==> src/rtl/qseq_pkg.sv <==
// Shared constants for the four-phase sequencer.
// Assumes exactly four phases per instruction cycle; index 0 is Q1.
package qseq_pkg;
    localparam int NUM_PH = 4;
    localparam int PH_W   = $clog2(NUM_PH);

    typedef logic [PH_W-1:0] ph_idx_t;

    localparam ph_idx_t PH_Q1 = ph_idx_t'(0);
    localparam ph_idx_t PH_Q2 = ph_idx_t'(1);
    localparam ph_idx_t PH_Q3 = ph_idx_t'(2);
    localparam ph_idx_t PH_Q4 = ph_idx_t'(3);
endpackage

==> src/rtl/qseq_phase_gen.sv <==
// Phase generator: divides the input clock into NUM_PH one-hot strobes
// and a quarter-rate clock that is high for the first half of the cycle.
// Assumes the synchronous reset holds the counter at Q1.
module qseq_phase_gen
    import qseq_pkg::*;
(
    input  logic              clk,
    input  logic              rst_n,
    output logic [NUM_PH-1:0] ph_strobe,
    output logic              clk_quarter
);
    localparam ph_idx_t LAST = ph_idx_t'(NUM_PH - 1);
    localparam ph_idx_t HALF = ph_idx_t'(NUM_PH / 2);

    ph_idx_t cnt;

    // Phase counter: Q1 -> Q2 -> Q3 -> Q4 -> Q1.
    always_ff @(posedge clk) begin
        if (!rst_n)
            cnt <= PH_Q1;
        else if (cnt == LAST)
            cnt <= PH_Q1;
        else
            cnt <= cnt + ph_idx_t'(1);
    end

    // One decoded strobe per phase.
    for (genvar i = 0; i < NUM_PH; i++) begin : g_strobe
        assign ph_strobe[i] = (cnt == ph_idx_t'(i));
    end

    // Quarter-rate clock: high for the first half of the phases.
    assign clk_quarter = (cnt < HALF);
endmodule

==> src/rtl/qseq_pc.sv <==
// Program counter: steps by one at the end of Q1 when told to, or loads
// a branch target at the end of Q4. Wraps modulo 2**AW.
// Assumes step and load are never high together (they lie in different phases).
module qseq_pc #(
    parameter int AW        = 10,
    parameter int RESET_VEC = 1023
) (
    input  logic          clk,
    input  logic          rst_n,
    input  logic          step,
    input  logic          load,
    input  logic [AW-1:0] target,
    output logic [AW-1:0] pc
);
    // Program-counter register.
    always_ff @(posedge clk) begin
        if (!rst_n)
            pc <= AW'(RESET_VEC);
        else if (load)
            pc <= target;
        else if (step)
            pc <= pc + AW'(1);
    end
endmodule

==> src/rtl/qseq_pipe.sv <==
// Pipeline control: holds the instruction register and the live flag
// that tells whether the word in it executes in this cycle. Generates the
// per-phase strobes and the branch load.
// Assumes ph_q is one-hot with bit 0 = Q1.
module qseq_pipe
    import qseq_pkg::*;
#(
    parameter int IW = 12
) (
    input  logic              clk,
    input  logic              rst_n,
    input  logic [NUM_PH-1:0] ph_q,
    input  logic [IW-1:0]     fetch_word,
    input  logic              branch_req,
    output logic [IW-1:0]     instr,
    output logic              live,
    output logic              pc_step,
    output logic              pc_load,
    output logic              ir_strobe,
    output logic              rd_strobe,
    output logic              wr_strobe
);
    logic at_q1, at_q2, at_q4;

    assign at_q1 = ph_q[PH_Q1];
    assign at_q2 = ph_q[PH_Q2];
    assign at_q4 = ph_q[PH_Q4];

    // A branch only counts at the end of an executing cycle.
    assign pc_load = at_q4 & live & branch_req;

    // Instruction register: captures the fetched word at the end of Q4.
    always_ff @(posedge clk) begin
        if (!rst_n)
            instr <= '0;
        else if (at_q4)
            instr <= fetch_word;
    end

    // Live flag: low after reset and for the cycle after a taken branch.
    always_ff @(posedge clk) begin
        if (!rst_n)
            live <= 1'b0;
        else if (at_q4)
            live <= ~pc_load;
    end

    // Strobes for the surrounding core, masked in non-executing cycles.
    always_comb begin
        pc_step   = at_q1 & live;
        ir_strobe = at_q4;
        rd_strobe = at_q2 & live;
        wr_strobe = at_q4 & live;
    end
endmodule

==> src/rtl/qseq_core.sv <==
// Top of the four-phase sequencer. Phase generation, program counter and
// pipeline control are wired together here.
// Assumes program memory reads asynchronously and PM_WORDS is a power of two.
module qseq_core
    import qseq_pkg::*;
#(
    parameter int IW        = 12,
    parameter int PM_WORDS  = 1024,
    parameter int RESET_VEC = PM_WORDS - 1,
    localparam int AW       = $clog2(PM_WORDS)
) (
    input  logic              clk,
    input  logic              rst_n,
    output logic [AW-1:0]     pm_addr,
    input  logic [IW-1:0]     pm_data,
    input  logic              br_taken,
    input  logic [AW-1:0]     br_target,
    output logic [NUM_PH-1:0] phase,
    output logic              clkout,
    output logic              pc_inc,
    output logic              ir_load,
    output logic [IW-1:0]     ir,
    output logic              exec_live,
    output logic              dm_rd,
    output logic              dm_wr
);
    logic pc_load;

    qseq_phase_gen u_phase (
        .clk         (clk),
        .rst_n       (rst_n),
        .ph_strobe   (phase),
        .clk_quarter (clkout)
    );

    qseq_pipe #(.IW(IW)) u_pipe (
        .clk        (clk),
        .rst_n      (rst_n),
        .ph_q       (phase),
        .fetch_word (pm_data),
        .branch_req (br_taken),
        .instr      (ir),
        .live       (exec_live),
        .pc_step    (pc_inc),
        .pc_load    (pc_load),
        .ir_strobe  (ir_load),
        .rd_strobe  (dm_rd),
        .wr_strobe  (dm_wr)
    );

    qseq_pc #(.AW(AW), .RESET_VEC(RESET_VEC)) u_pc (
        .clk    (clk),
        .rst_n  (rst_n),
        .step   (pc_inc),
        .load   (pc_load),
        .target (br_target),
        .pc     (pm_addr)
    );
endmodule

==> config.mk <==
export PLATFORM = sky130hd
export DESIGN_NAME = qseq_core
export DESIGN_NICKNAME = d
export VERILOG_FILES = /design/src/rtl/qseq_pkg.sv /design/src/rtl/qseq_phase_gen.sv /design/src/rtl/qseq_pc.sv /design/src/rtl/qseq_pipe.sv /design/src/rtl/qseq_core.sv
export SDC_FILE = /design/constraint.sdc
export NUM_CORES = 1
export LEC_CHECK = 0
export ABC_AREA = 1
export BUFFER_PORTS_ARGS = -buffer_cell sky130_fd_sc_hd__buf_4
export CORE_AREA = 2 2 62 64
export DETAILED_ROUTE_END_ITERATION = 10
export DIE_AREA = 0 0 64 66
export HOLD_SLACK_MARGIN = 0.05
export SYNTH_ARGS = -nofsm -noshare
export SYNTH_HDL_FRONTEND = slang
export SYNTH_SLANG_ARGS = --single-unit
==> constraint.sdc <==
create_clock -name clk -period 2.1 [get_ports clk]
set_clock_uncertainty 0.1 [all_clocks]
set_input_delay 0.315 -clock clk [delete_from_list [all_inputs] [get_ports clk]]
set_output_delay 0.315 -clock clk [all_outputs]
set_load 0.02 [all_outputs]
==> flow_summary.yaml <==
yosys:
  synth.distinct_cells: 23
  synth-compound-area-share_pct: 13.8
  ys_ff_latch: 25
  syn_nets: 201
  synth.yosys.seq_area_share_pct: 41.3
  netlist_instances: 171
  synthSimpleGateAreaFrac_pct: 30.0
  synth_adder_area_share_pct: 5.16
  synth_edf_count: 0
  synth_top_family_by_area: "simple AND/OR/NAND/NOR gates"
  synth_xor_area_share_pct: 0
  syn_area_um2: 1210
  synth_top_area_cell: "dfxtp_1"
  synth_top_area_share_pct: 41.3
  synthFlopType: "dfxtp_1"
  yosys_warnings: 0
  synth_commonest_cells: "nand2_1 (34), nor2_1 (27), dfxtp_1 (25)"
  yosys-mux-area-fraction_pct: 0
  ys_top_cells_by_area: "dfxtp_1 (41%), nand2_1 (11%), nor2_1 (8.4%)"
  synth.most_common_cell: "nand2_1"
  avgSynthCellArea_um2: 7.09
  async_reset_ff_share_pct: 0
global_route:
  grt_max_degree: 23
  grt_overflow: 0
  grt_pass1_wl_mm: 5.02
  grt_pass1_vias: 1150
  track_usage_pct: 15.0
  grt_antenna_before_repair: 0
power_and_ir_drop:
  powerDensity_nw_per_um2: 628
  internal_power_uw: 715
  ir_worst_vdd_uv: 239
  p_clk_share_pct: 20.4
  cellLeakagePower_nw: 0.950
  swShare_pct: 32.3
  switchingPower_uw: 341
  seq_power_share_pct: 50.5
  pwr-share-comb_pct: 29.1
critical_path:
  cp-start-kind: "register"
  worst-setup-path-type: "reg -> out"
  reg2reg_depth: 7
  cp-end-kind: "output pin"
  cp.required_ns: 1.68
  cp_max_fo: 7
  arrival_ns: 1.45
clock_network:
  post_cts_buffers: 0
  clock_latency_ns: 0.32
  cts_hold_buf: 0
  htree_num_levels: 1
  ctsResizeCount: 0
  cts_buffers: 3
  clk_path_buf_depth: 2
  tritoncts: "done"
  cts-root-buf: "clkbuf_4"
  cts.sinks: 25
  clkTransAtPathRegs_ns: 0.14
sta:
  layout_min_cycle_time_ns: 1.87
  max_freq_mhz: 535
  timing.final.hold_violations: 0
  slew_viol_final: 0
  relSlewSlack_pct: 74.3
  rsz0062_at_grt: "false"
  tightest_slew_ns: 0.385
  setup_tns_ns: 0
  setup_viol: 0
  fin_crit_sh_pct: 89.0
final_layout:
  n_antenna_cell: 0
  drive_above_1_share_pct: 29.8
  fillers: 366
  num-nets-final: 256
  stdcell_count: 273
  syn_to_final_growth_pct: 38.7
floorplan:
  dieWidth_um: 64
  core_um2: 3550
  pin_count: 57
  initial_core_util_pct: 34.1
  die-area_um2: 4220
  num_rows: 22
  die_h_um: 66
routing:
  viasPerCell: 4.49
  drt_iter0_markers: 38
  wl_per_cell_um: 11.1
  drc: 0
  dr.pass1.iters: 4
  vias: 1227
  ant_nets: 0
  wirelength_mm: 3.04
job:
  maxCapViolCount: 0
worst_hold_path:
  hold_path_depth: 3
  hp-class: "in -> reg"
placed_design:
  finalWeightedCongestion: 0.819
  portBuffers: 56
  dpl.cell_count: 269
  dpl.hpwl_mm: 2.25
status:
  status: "finished clean"
-- flip-flops by register name, summed over array words and instances (netlist names) --
name          count
u_pc.pc          10
u_phase.cnt       2
u_pipe.instr     12
u_pipe.live       1
-- power groups by stage --
stage	registers, mW	clock network (mW)	logic [mW]
2_1_floorplan	0.575	0	0.151
3_3_place_gp	0.545	0	0.311
3_5_place_dp	0.544	0	0.310
4_1_cts	0.534	0.229	0.311
5_1_grt	0.539	0.243	0.341
6_report	0.534	0.215	0.307
-- area by class of cell --
class | count | area (µm²) | share of cell area (%)
clock buffer | 4 | 26.3 | 1.56
multi-input combinational | 120 | 594 | 35.3
inverter | 19 | 72.6 | 4.32
tap | 48 | 60.1 | 3.57
timing repair buffer | 57 | 428 | 25.4
sequential | 25 | 500 | 29.8
-- worst paths after layout --
kind,from,endpoint,slack [ns]
worst min-delay path,pm_data[10],u_pipe.instr[10]$_SDFFE_PN0N_,0.11
worst max register to register,u_phase.cnt[0]$_SDFF_PP0_,u_pc.pc[0]$_SDFFE_PN1P_,0.45
worst max-delay path,u_phase.cnt[0]$_SDFF_PP0_,pc_inc,0.23
worst min register to register,u_pipe.instr[5]$_SDFFE_PN0N_,u_pipe.instr[5]$_SDFFE_PN0N_,0.38
-- kinds of logic after synthesis --
kind of cell,Yosys count
simple gates,86
flops,25
compound gates,29
buf+inv,26
fa+ha+maj,5
-- worst max-delay path, cell delays in order, from the launching register on --
cell and delay [ns]:
dfxtp_1 0.40, inv_1 0.08, ha_1 0.21, nand2_1 0.12
inv_1 0.14, buf_4 0.19
-- layout by cell type, fill, tap and decap left out, types with 2 or more instances in the layout --
cell type  synthesis  routed
nand4_1            2       2
ha_1               5       5
inv_1             16      16
nand2_1           34      34
nand3_1           17      17
o21ai_0           17      17
o21ai_1            3       3
nand2_2            2       2
inv_2              2       2
a21oi_1            4       4
nor2_1            27      27
o211ai_2           2       2
clkbuf_4           0       3
dfxtp_1           25      25
buf_4              1      57
o211ai_1           2       2
-- stage by stage --
stage	total power, mW	hold WS (ns)	util, %	instance area (µm²)	setup slack (ns)
floorplan	0.725	0.342	-	1210	0.381
global placement	0.856	0.357	46.6	1660	0.489
detailed placement	0.854	0.358	46.6	1660	0.442
CTS	1.07	0.0986	47.4	1680	0.215
global route	1.12	0.112	47.4	1680	0.128
finish	1.06	0.108	47.4	1680	0.232
-- per-layer routing --
| metal | share of wire (%) | global-route usage [%] |
|---|---|---|
| met2 | 43 | 24.1 |
| met3 | 9.0 | 4.26 |
| met4 | 1.4 | 5.71 |
| met5 | 0 | 0 |
| met1 | 46 | 19.0 |
(Power assumes the default switching activity.)
